## src/rtl/belt_pkg.sv

```systemverilog
`timescale 1ns/1ps
package belt_pkg;

    // Call-depth controller states
    typedef enum logic [1:0] {
        ST_TOP    = 2'd0,
        ST_NESTED = 2'd1,
        ST_DEEP   = 2'd2
    } depth_state_e;

    // Frame event decoded from the strobes
    typedef enum logic [1:0] {
        EV_NONE = 2'd0,
        EV_CALL = 2'd1,
        EV_RET  = 2'd2,
        EV_BOTH = 2'd3
    } frame_evt_e;

endpackage

```

## src/rtl/belt_frame_ctl.sv

```systemverilog
`timescale 1ns/1ps
module belt_frame_ctl
    import belt_pkg::*;
#(
    parameter int TAGW = 3
) (
    input  logic            clk,
    input  logic            rst_n,
    input  logic            call_i,
    input  logic            ret_i,
    output logic [TAGW-1:0] frame_o,
    output logic [TAGW-1:0] drop_tag_o,
    output logic            call_ok_o,
    output logic            ret_ok_o,
    output depth_state_e    state_o
);
    localparam logic [TAGW-1:0] MAX_FRAME = {TAGW{1'b1}};
    localparam logic [TAGW-1:0] ONE       = TAGW'(1);

    depth_state_e    state_q, state_d;
    logic [TAGW-1:0] frame_q, frame_d;
    frame_evt_e      evt;

    always_comb begin
        unique case ({call_i, ret_i})
            2'b10:   evt = EV_CALL;
            2'b01:   evt = EV_RET;
            2'b11:   evt = EV_BOTH;
            default: evt = EV_NONE;
        endcase
    end

    // next-state and next-frame
    always_comb begin
        state_d = state_q;
        frame_d = frame_q;
        unique case (state_q)
            ST_TOP: begin
                if (evt == EV_CALL) begin
                    frame_d = frame_q + ONE;
                    state_d = (frame_d == MAX_FRAME) ? ST_DEEP : ST_NESTED;
                end
            end
            ST_NESTED: begin
                if (evt == EV_CALL) begin
                    frame_d = frame_q + ONE;
                    state_d = (frame_d == MAX_FRAME) ? ST_DEEP : ST_NESTED;
                end else if (evt == EV_RET) begin
                    frame_d = frame_q - ONE;
                    state_d = (frame_d == '0) ? ST_TOP : ST_NESTED;
                end
            end
            ST_DEEP: begin
                if (evt == EV_RET) begin
                    frame_d = frame_q - ONE;
                    state_d = (frame_d == '0) ? ST_TOP : ST_NESTED;
                end
            end
            default: begin
                state_d = ST_TOP;
                frame_d = '0;
            end
        endcase
    end

    // state register
    always_ff @(posedge clk) begin
        if (!rst_n) begin
            state_q <= ST_TOP;
            frame_q <= '0;
        end else begin
            state_q <= state_d;
            frame_q <= frame_d;
        end
    end

    // outputs
    always_comb begin
        call_ok_o  = (evt == EV_CALL) && (state_q != ST_DEEP);
        ret_ok_o   = (evt == EV_RET)  && (state_q != ST_TOP);
        drop_tag_o = frame_d;
        frame_o    = frame_q;
        state_o    = state_q;
    end

    a_r1_top_is_frame_zero: assert property (@(posedge clk) disable iff (!rst_n)
        (state_q == ST_TOP) |-> (frame_q == '0));
    a_r6_call_raises_frame: assert property (@(posedge clk) disable iff (!rst_n)
        call_ok_o |=> (frame_q == $past(frame_q) + ONE));
    a_r7_ret_lowers_frame: assert property (@(posedge clk) disable iff (!rst_n)
        ret_ok_o |=> (frame_q == $past(frame_q) - ONE));
    a_r9_top_ret_ignored: assert property (@(posedge clk) disable iff (!rst_n)
        (state_q == ST_TOP && evt == EV_RET) |=> $stable(frame_q));
    a_r10_deep_call_ignored: assert property (@(posedge clk) disable iff (!rst_n)
        (state_q == ST_DEEP && evt == EV_CALL) |=> $stable(frame_q));
    a_r11_both_hold: assert property (@(posedge clk) disable iff (!rst_n)
        (evt == EV_BOTH) |=> $stable(frame_q));
endmodule

```

## src/rtl/belt_slots.sv

```systemverilog
`timescale 1ns/1ps
module belt_slots #(
    parameter int LEN  = 8,
    parameter int W    = 32,
    parameter int TAGW = 3,
    localparam int PW  = (LEN > 1) ? $clog2(LEN) : 1
) (
    input  logic            clk,
    input  logic            rst_n,
    input  logic            d0_vld,
    input  logic [W-1:0]    d0_val,
    input  logic            d1_vld,
    input  logic [W-1:0]    d1_val,
    input  logic [TAGW-1:0] drop_tag,
    input  logic            purge,
    output logic [PW-1:0]   head_o,
    output logic [W-1:0]    data_o [LEN],
    output logic [TAGW-1:0] tag_o  [LEN],
    output logic            vld_o  [LEN]
);
    logic [PW-1:0]   hd_q;
    logic [W-1:0]    data_q [LEN];
    logic [TAGW-1:0] tag_q  [LEN];
    logic            vld_q  [LEN];
    logic [1:0]      n_drop;
    logic [PW-1:0]   slot_a, slot_b;
    logic [W-1:0]    first_val;

    function automatic logic [PW-1:0] adv(input logic [PW-1:0] h, input int k);
        int s;
        s = int'(h) + k;
        if (s >= LEN) s = s - LEN;
        return PW'(s);
    endfunction

    assign n_drop    = {1'b0, d0_vld} + {1'b0, d1_vld};
    assign first_val = d0_vld ? d0_val : d1_val;
    assign slot_a    = hd_q;
    assign slot_b    = adv(hd_q, 1);

    always_ff @(posedge clk) begin
        if (!rst_n) hd_q <= '0;
        else        hd_q <= adv(hd_q, int'(n_drop));
    end

    for (genvar s = 0; s < LEN; s++) begin : g_slot
        localparam logic [PW-1:0] SID = PW'(s);
        always_ff @(posedge clk) begin
            if (!rst_n) begin
                vld_q[s]  <= 1'b0;
                tag_q[s]  <= '0;
                data_q[s] <= '0;
            end else begin
                if (purge && tag_q[s] == drop_tag) vld_q[s] <= 1'b0;
                if (n_drop != 2'd0 && slot_a == SID) begin
                    vld_q[s]  <= 1'b1;
                    tag_q[s]  <= drop_tag;
                    data_q[s] <= first_val;
                end
                if (n_drop == 2'd2 && slot_b == SID) begin
                    vld_q[s]  <= 1'b1;
                    tag_q[s]  <= drop_tag;
                    data_q[s] <= d1_val;
                end
            end
        end
        assign data_o[s] = data_q[s];
        assign tag_o[s]  = tag_q[s];
        assign vld_o[s]  = vld_q[s];
    end

    assign head_o = hd_q;

    a_r3_pair_lands: assert property (@(posedge clk) disable iff (!rst_n)
        (d0_vld && d1_vld && LEN > 1) |=>
            (vld_q[$past(slot_b)] && data_q[$past(slot_b)] == $past(d1_val)
             && tag_q[$past(slot_b)] == $past(drop_tag)));
    a_r2_single_lands: assert property (@(posedge clk) disable iff (!rst_n)
        (d0_vld && !d1_vld) |=>
            (vld_q[$past(slot_a)] && data_q[$past(slot_a)] == $past(d0_val)));
endmodule

```

## src/rtl/belt_view.sv

```systemverilog
`timescale 1ns/1ps
module belt_view #(
    parameter int LEN  = 8,
    parameter int W    = 32,
    parameter int TAGW = 3,
    localparam int PW  = (LEN > 1) ? $clog2(LEN) : 1,
    localparam int CW  = $clog2(LEN + 1)
) (
    input  logic            clk,
    input  logic            rst_n,
    input  logic [PW-1:0]   head_i,
    input  logic [W-1:0]    data_i [LEN],
    input  logic [TAGW-1:0] tag_i  [LEN],
    input  logic            vld_i  [LEN],
    input  logic [TAGW-1:0] frame_i,
    input  logic [PW-1:0]   pos_i,
    output logic [W-1:0]    val_o,
    output logic            ok_o
);
    logic [PW-1:0] idx   [LEN];
    logic          match [LEN];
    logic [CW-1:0] live_cnt;

    // age a is the a-th slot behind the head
    for (genvar a = 0; a < LEN; a++) begin : g_age
        always_comb begin
            int t;
            t = int'(head_i) - 1 - a;
            if (t < 0) t = t + LEN;
            idx[a] = PW'(t);
        end
        assign match[a] = vld_i[idx[a]] && (tag_i[idx[a]] == frame_i);
    end

    // rank the frame's entries by age and pick the requested one
    always_comb begin
        int rank;
        rank  = 0;
        val_o = '0;
        ok_o  = 1'b0;
        for (int a = 0; a < LEN; a++) begin
            if (match[a]) begin
                if (rank == int'(pos_i)) begin
                    val_o = data_i[idx[a]];
                    ok_o  = 1'b1;
                end
                rank = rank + 1;
            end
        end
    end

    always_comb begin
        live_cnt = '0;
        for (int s = 0; s < LEN; s++)
            if (vld_i[s] && tag_i[s] == frame_i) live_cnt = live_cnt + CW'(1);
    end

    a_r5_ok_within_count: assert property (@(posedge clk) disable iff (!rst_n)
        ok_o |-> (int'(pos_i) < int'(live_cnt)));
    a_r5_empty_never_ok: assert property (@(posedge clk) disable iff (!rst_n)
        (live_cnt == '0) |-> (!ok_o && val_o == '0));
endmodule

```

## src/rtl/belt_store.sv

```systemverilog
`timescale 1ns/1ps
module belt_store
    import belt_pkg::*;
#(
    parameter int LEN  = 8,
    parameter int W    = 32,
    parameter int TAGW = 3,
    localparam int PW  = (LEN > 1) ? $clog2(LEN) : 1,
    localparam int NRD = 2
) (
    input  logic          clk,
    input  logic          rst_n,
    input  logic          drop0_vld,
    input  logic [W-1:0]  drop0_val,
    input  logic          drop1_vld,
    input  logic [W-1:0]  drop1_val,
    input  logic          call_req,
    input  logic          ret_req,
    input  logic [PW-1:0] rd0_pos,
    input  logic [PW-1:0] rd1_pos,
    output logic [W-1:0]  rd0_val,
    output logic          rd0_ok,
    output logic [W-1:0]  rd1_val,
    output logic          rd1_ok
);
    logic [TAGW-1:0] frame, drop_tag;
    logic            call_ok, ret_ok;
    depth_state_e    dstate;
    logic [PW-1:0]   head;
    logic [W-1:0]    s_data [LEN];
    logic [TAGW-1:0] s_tag  [LEN];
    logic            s_vld  [LEN];
    logic [PW-1:0]   rpos [NRD];
    logic [W-1:0]    rval [NRD];
    logic            rok  [NRD];

    belt_frame_ctl #(.TAGW(TAGW)) u_ctl (
        .clk        (clk),
        .rst_n      (rst_n),
        .call_i     (call_req),
        .ret_i      (ret_req),
        .frame_o    (frame),
        .drop_tag_o (drop_tag),
        .call_ok_o  (call_ok),
        .ret_ok_o   (ret_ok),
        .state_o    (dstate)
    );

    belt_slots #(.LEN(LEN), .W(W), .TAGW(TAGW)) u_slots (
        .clk      (clk),
        .rst_n    (rst_n),
        .d0_vld   (drop0_vld),
        .d0_val   (drop0_val),
        .d1_vld   (drop1_vld),
        .d1_val   (drop1_val),
        .drop_tag (drop_tag),
        .purge    (call_ok),
        .head_o   (head),
        .data_o   (s_data),
        .tag_o    (s_tag),
        .vld_o    (s_vld)
    );

    assign rpos[0] = rd0_pos;
    assign rpos[1] = rd1_pos;

    for (genvar r = 0; r < NRD; r++) begin : g_rd
        belt_view #(.LEN(LEN), .W(W), .TAGW(TAGW)) u_view (
            .clk     (clk),
            .rst_n   (rst_n),
            .head_i  (head),
            .data_i  (s_data),
            .tag_i   (s_tag),
            .vld_i   (s_vld),
            .frame_i (frame),
            .pos_i   (rpos[r]),
            .val_o   (rval[r]),
            .ok_o    (rok[r])
        );
    end

    assign rd0_val = rval[0];
    assign rd0_ok  = rok[0];
    assign rd1_val = rval[1];
    assign rd1_ok  = rok[1];

    a_r6_callee_sees_empty: assert property (@(posedge clk) disable iff (!rst_n)
        (call_ok && !drop0_vld && !drop1_vld) |=> (!rd0_ok && !rd1_ok));
    a_r10_deep_state_consistent: assert property (@(posedge clk) disable iff (!rst_n)
        (dstate == ST_DEEP) |-> (frame == {TAGW{1'b1}} && !ret_ok || ret_req));
endmodule

```

## config.mk

```make
export PLATFORM = sky130hd
export DESIGN_NAME = belt_store
export DESIGN_NICKNAME = d
export VERILOG_FILES = /design/src/rtl/belt_pkg.sv /design/src/rtl/belt_frame_ctl.sv /design/src/rtl/belt_slots.sv /design/src/rtl/belt_view.sv /design/src/rtl/belt_store.sv
export SDC_FILE = /design/constraint.sdc
export NUM_CORES = 1
export LEC_CHECK = 0
export CAP_MARGIN = 30
export CORE_MARGIN = 4
export CORE_UTILIZATION = 25
export CTS_BUF_LIST = sky130_fd_sc_hd__clkbuf_8
export CTS_CLUSTER_DIAMETER = 150
export DETAILED_ROUTE_END_ITERATION = 7
export GPL_TIMING_DRIVEN = 0
export PLACE_DENSITY_LB_ADDON = 0.1
export RECOVER_POWER = 25
export SYNTH_ARGS = -nofsm -noshare
export SYNTH_HDL_FRONTEND = slang
export SYNTH_SLANG_ARGS = --single-unit
```

## constraint.sdc

```tcl
create_clock -name clk -period 13.4 [get_ports clk]
set_clock_uncertainty 0.15 [all_clocks]
set_input_delay 1.34 -clock clk [delete_from_list [all_inputs] [get_ports clk]]
set_output_delay 1.34 -clock clk [all_outputs]
set_load 0.02 [all_outputs]
```

==> results of run 1 <==
[worst register-to-register path: stages, from the launching register on]
cell,delay (ps)
dfxtp_1,330
clkbuf_1,470
buf_2,390
inv_1,100
clkbuf_1,270
buf_1,350
ha_1,470
nor2b_1,140
nand3_1,100
nand3_1,590
clkbuf_1,1370
[stage by stage]
stage | worst slack (ps) | std cells | cell area [um^2]
4_1_cts | 31.7 | 5219 | 34600
6_report | 538 | 5223 | 34600
5_1_grt | 46.8 | 5222 | 34600
3_3_place_gp | -1200 | 5098 | 33200
2_1_floorplan | 3080 | 3380 | 30100
3_5_place_dp | -577 | 5127 | 33600
[area by class of cell]
class	instances	area [um^2]	area share
multi-input combinational	2704	19800	0.574
sequential	296	8800	0.254
tap	1612	2020	0.0583
timing repair buffer	139	1440	0.0417
buffer	330	1380	0.0399
clock buffer	52	716	0.0207
clock inverter	40	208	0.00600
inverter	48	184	0.00532
antenna	2	5.00	0.000145
[registers in the layout (all words and copies together), names as in the netlist]
register and cells:
u_ctl.state_o 2, u_ctl.frame_o 3, u_slots.head_o 3, u_slots.data_q 256, u_slots.tag_q 24, u_slots.vld_q 8
[cells by family after synthesis]
group	count (synthesis)	share of synthesized area
compound gates	796	0.164
xor+xnor	84	0.0307
fa+ha+maj	24	0.0102
buf+inv	380	0.0517
flops	296	0.292
mux	668	0.291
simple gates	1132	0.160
[power groups by stage]
| stage | registers (W) | logic, W | clock network [W] |
|---|---|---|---|
| 2_1_floorplan | 0.00119 | 0.00215 | 0 |
| 3_3_place_gp | 0.00128 | 0.00337 | 0 |
| 3_5_place_dp | 0.00128 | 0.00337 | 0 |
| 4_1_cts | 0.00126 | 0.00340 | 0.000803 |
| 5_1_grt | 0.00127 | 0.00366 | 0.000845 |
| 6_report | 0.00127 | 0.00351 | 0.000782 |
[Yosys cell counts, types with 43 or more instances]
cell type and number:
a211oi_1 71, a21oi_1 161, buf_1 63, buf_2 48, clkbuf_1 208, edfxtp_1 287
inv_1 46, mux2_2 109, mux2i_1 369, mux4_2 152, nand2_1 703, nand3_1 70
nor2_1 192, nor2b_1 43, o21ai_0 284, o31ai_1 103, xnor2_1 51
[per-layer routing]
metal | wire length, um | part of all wire | vias up
met2 | 68800 | 0.42 | 1345
met3 | 11800 | 0.071 | 158
met4 | 4690 | 0.028 | 2
li1 | - | - | 12900
met5 | 13 | 0.000079 | -
met1 | 80000 | 0.48 | 14400
[worst paths after layout]
kind                           startpoint                          endpoint  slack [ps]  cells after the start
min reg2reg   u_slots.vld_q[1][0]$_DFF_P_       u_slots.vld_q[1][0]$_DFF_P_         420                      2
max reg2reg  u_slots.head_o[2]$_SDFF_PN0_  u_slots.data_q[1][118]$_DFFE_PP_        8200                     10
min           u_slots.vld_q[1][0]$_DFF_P_       u_slots.vld_q[1][0]$_DFF_P_         420                      2
max          u_slots.head_o[0]$_SDFF_PN0_                       rd0_val[19]         540                     36
[repair_timing]
item | in CTS | in global routing
resized for setup | 18 | 3
setup endpoints to repair | 66 | 50
pin swaps | 0 | 1
gates cloned | 0 | 0
setup buffers | 1 | 3
==> reports/results.txt, run 1 <==
Achievable frequency: 77.7 MHz
Number of DRC markers in iteration 0: 3140
WS Path Type: reg2out
Die Span Y: 355 um
Yosys reg bits: 296
CP Buf/Inv Count: 15
Hold/Removal Path Class: reg2reg
Post-synthesis average cell area: 8.91 um^2
Period Utilization, post-route: 0.960
# clock sinks: 296
First-pass GRT wire length: 225000 um
Crit path max fanout: 10
Gate power share: 0.630
Delay-heaviest family, CP: buffers and inverters
CP required: 11910 ps
Die area: 126000 um^2
Area contributors post-synth: edfxtp_1 (29%), mux2i_1 (12%), mux4_2 (11%)
I/O Buffers: 106
Layout Utilization: 0.289
Max cap viols: 2
First drt pass iteration count: 6
Commonest non-fill, non-tap cell in the layout: nand2_1
CP peak stage delay: 690 ps
CTS Root Cell: clkbuf_8
Worst Tran Pin Value: 1970 ps
# hold bufs at CTS: 0
Met2 Use GR: 0.368
H-tree levels: 2
Flop pwr share: 0.229
Mapped Area: 30100 um^2
Main synth FF type: edfxtp_1
Routed WL: 165000 um
M3 GR Usage: 0.0346
Ys async rst share: 0
Starting Density: 0.251
Synth cell types: 80
Hpwl dp: 138000 um
Core ar.: 120000 um^2
Total Power: 0.00556 W
Setup TNS: 0 ps
WL per Instance: 31.6 um
Hold Fails Final Rpt: 0
Failing checks: capacitance limit, slew limit
Die width: 355 um
Number of enable flip-flop cells after synthesis: 287
Pint: 0.00273 W
Fillers: 12800
WHS: 416 ps
Maximum vdd drop: 63.0 uV
Register area share after synthesis: 0.292
GRT Overall Usage: 0.252
Area growth, synth to finish: 14.9%
Power share of the clock group: 0.141
Share of cells above drive strength 1: 0.128
Vias post-DR: 28800
Post-synth top area cell: edfxtp_1
Initial antenna violation count: 2
Endpoints failing setup: 0
CTS tree: built
Min Tclk post-route: 12860 ps
Post-route ant nets: 0
Most frequent cells in the layout: nand2_1 (701), mux2i_1 (362), edfxtp_1 (287)
CTS Buf Count: 51
RSZ-0062 raised after global routing: false
CP endpoint kind: primary output
Most used routing layer: met1
Post-Syn Instances: 3380
Arrival @ worst endpoint: 11370 ps
Ys Warns: 0
DR DRC count: 0
Rows: 127
Ports: 142
DR vias/cell: 5.52
Most frequent CP cell: ha_1
Bufs on Longest Clock Path: 3
Global placement routability congestion: 0.963
Status: finished with violations
CP Launch Type: flip-flop
Sw Pwr: 0.00283 W
Met1 Use GR: 0.387
Slew Viols, Final: 59
PD cells: 161 nW/um^2
Top cell type's share of synthesized area: 0.286
Clock transition at path regs: 60 ps
Clock latency on the worst-skew pair: 660 ps
Nets@finish: 3670
Sw Share: 0.509
Pin count of the biggest net entering global routing: 31
CP max-delay cell: clkdlybuf4s50_1
Number of global-route vias before repair: 26700
Slew HR: -0.316
Remaining global-route overflow: 0
Syn Nets: 3480
Pleak: 12.5 nW
Note: power is estimated with default switching activity, not from simulation.
==> run 2: changes to the inputs <==
--- a/config.mk
+++ b/config.mk
@@ -13,7 +13,6 @@
 export DETAILED_ROUTE_END_ITERATION = 7
 export GPL_TIMING_DRIVEN = 0
 export PLACE_DENSITY_LB_ADDON = 0.1
-export RECOVER_POWER = 25
 export SYNTH_ARGS = -nofsm -noshare
 export SYNTH_HDL_FRONTEND = slang
 export SYNTH_SLANG_ARGS = --single-unit
==> run 2 against run 1 <==
- critical path type unchanged
- sequential cell count is the same
- worst setup slack gained 18 ps
- cell count is the same
- non-clock buffer count is the same
- critical path depth is the same
- the run now ends clean
- worst hold slack lost 2.0 ps
==> reports/results.txt, run 2 (same netlist as run 1, synthesis figures left out) <==
Period Utilization, post-route: 0.959
Largest registers: u_slots.data_q x256, u_slots.tag_q x24, u_slots.vld_q x8
DR DRC count: 0
I/O Buffers: 106
Largest reg by FF count: u_slots.data_q
Initial antenna violation count: 2
Remaining global-route overflow: 0
First drt pass iteration count: 7
Most frequent cells in the layout: nand2_1 (700), mux2i_1 (362), edfxtp_1 (287)
Number of global-route vias before repair: 26700
Status: completed
Die area: 126000 um^2
Bufs on Longest Clock Path: 3
Pleak: 12.5 nW
Die Span Y: 355 um
Vias post-DR: 28900
Most frequent CP cell: ha_1
Arrival @ worst endpoint: 11350 ps
# hold bufs at CTS: 0
Number of DRC markers in iteration 0: 3284
CP max-delay cell: clkdlybuf4s50_1
CTS Buf Count: 51
Starting Density: 0.251
Achievable frequency: 77.9 MHz
Core ar.: 120000 um^2
DR vias/cell: 5.53
Clock transition at path regs: 60 ps
Min Tclk post-route: 12840 ps
Slew Viols, Final: 0
Ports: 142
Hold/Removal Path Class: reg2reg
Slew HR: 0.285
Hold Fails Final Rpt: 0
Area growth, synth to finish: 15.1%
Routed WL: 165000 um
CTS tree: built
Layout Utilization: 0.289
Worst Tran Pin Value: 1060 ps
FF-to-FF End: u_slots.data_q[1][21]$_SDFFCE_PN0P_
Endpoints failing setup: 0
Pin count of the biggest net entering global routing: 31
WL per Instance: 31.7 um
H-tree levels: 2
CP required: 11910 ps
Hold Crit Depth: 2
CP Launch Type: flip-flop
Hold path start: u_slots.vld_q[1][0]$_DFF_P_
Rows: 127
R2r startpoint: u_slots.head_o[2]$_SDFF_PN0_
M3 GR Usage: 0.0346
RSZ-0062 raised after global routing: false
Global placement routability congestion: 0.963
Worst reg-to-reg setup slack: 8250 ps
Reg2reg path depth: 13
CP peak stage delay: 680 ps
WS Path Type: reg2out
GRT Overall Usage: 0.252
Hold endpoint: u_slots.vld_q[1][0]$_DFF_P_
First-pass GRT wire length: 225000 um
Share of cells above drive strength 1: 0.131
WHS: 414 ps
Maximum vdd drop: 62.8 uV
Met2 Use GR: 0.368
Max cap viols: 0
Max reg flops: 256
Hpwl dp: 138000 um
PD cells: 160 nW/um^2
Fillers: 12800
Clock latency on the worst-skew pair: 670 ps
Met1 Use GR: 0.387
Die width: 355 um
Post-route ant nets: 0
Crit path max fanout: 10
Most used routing layer: met1
Setup TNS: 0 ps
# clock sinks: 296
CP endpoint kind: primary output
Nets@finish: 3670
CTS Root Cell: clkbuf_8
Commonest non-fill, non-tap cell in the layout: nand2_1
==> run 2: metrics by stage <==
step	cells	area [um^2]	setup slack (ps)	total power (W)
2_1_floorplan	3380	30100	3080	0.00334
3_3_place_gp	5098	33200	-1200	0.00465
3_5_place_dp	5127	33600	-577	0.00465
4_1_cts	5219	34600	31.7	0.00546
5_1_grt	5222	34700	46.8	0.00578
6_report	5223	34700	555	0.00556
==> run 2: worst max path at each step <==
stage / startpoint / endpoint / cells after the start
final: u_slots.head_o[0]$_SDFF_PN0_ / rd0_val[19] / 36
after global routing: u_slots.head_o[0]$_SDFF_PN0_ / rd0_val[19] / 36
after CTS: u_slots.head_o[0]$_SDFF_PN0_ / rd0_val[19] / 36
after detailed placement: u_slots.head_o[0]$_SDFF_PN0_ / rd0_val[27] / 36
after global placement: u_slots.head_o[0]$_SDFF_PN0_ / rd0_val[27] / 36
after floorplan: u_slots.head_o[0]$_SDFF_PN0_ / rd0_val[10] / 35
==> run 2: layout make-up <==
cell class	count	area, um^2	share of cell area
diodes	2	5.00	0.000144
plain buffers	330	1380	0.0398
clock buffers	52	716	0.0206
clock inverters	40	208	0.00599
inverters	48	184	0.00531
multi-input cells	2704	19900	0.573
flip-flops and latches	296	8800	0.254
well taps	1612	2020	0.0582
repair buffers	139	1490	0.0429
==> run 2: layer usage <==
layer  wire length (um)  part of all wire
met1              80200              0.48
met2              68800              0.42
met3              11700             0.071
met4               4710             0.028
met5                 13          0.000079
==> run 2: worst max-delay path: cells and delay by family (launching register included) <==
family          cells  cell delay (ps)
xor+xnor            3              530
flops               1              450
fa+ha+maj           6             2190
mux                 5             1900
compound gates      4             1090
buf+inv            15             3900
simple gates        3              590
==> run 2: power by group <==
| group | total [W] | switching (W) | leakage [nW] | internal, W |
|---|---|---|---|---|
| clock | 0.000783 | 0.000402 | 0.512 | 0.000381 |
| combinational | 0.00350 | 0.00228 | 8.91 | 0.00123 |
| sequential | 0.00127 | 0.000148 | 3.08 | 0.00113 |
==> run 2: what timing repair did <==
item / CTS / global route
gates resized for setup: 18 / 3
hold endpoints to repair: 0 / 0
endpoints found under the setup margin: 66 / 50
buffers inserted: 1 / 3
pin swaps: 0 / 1
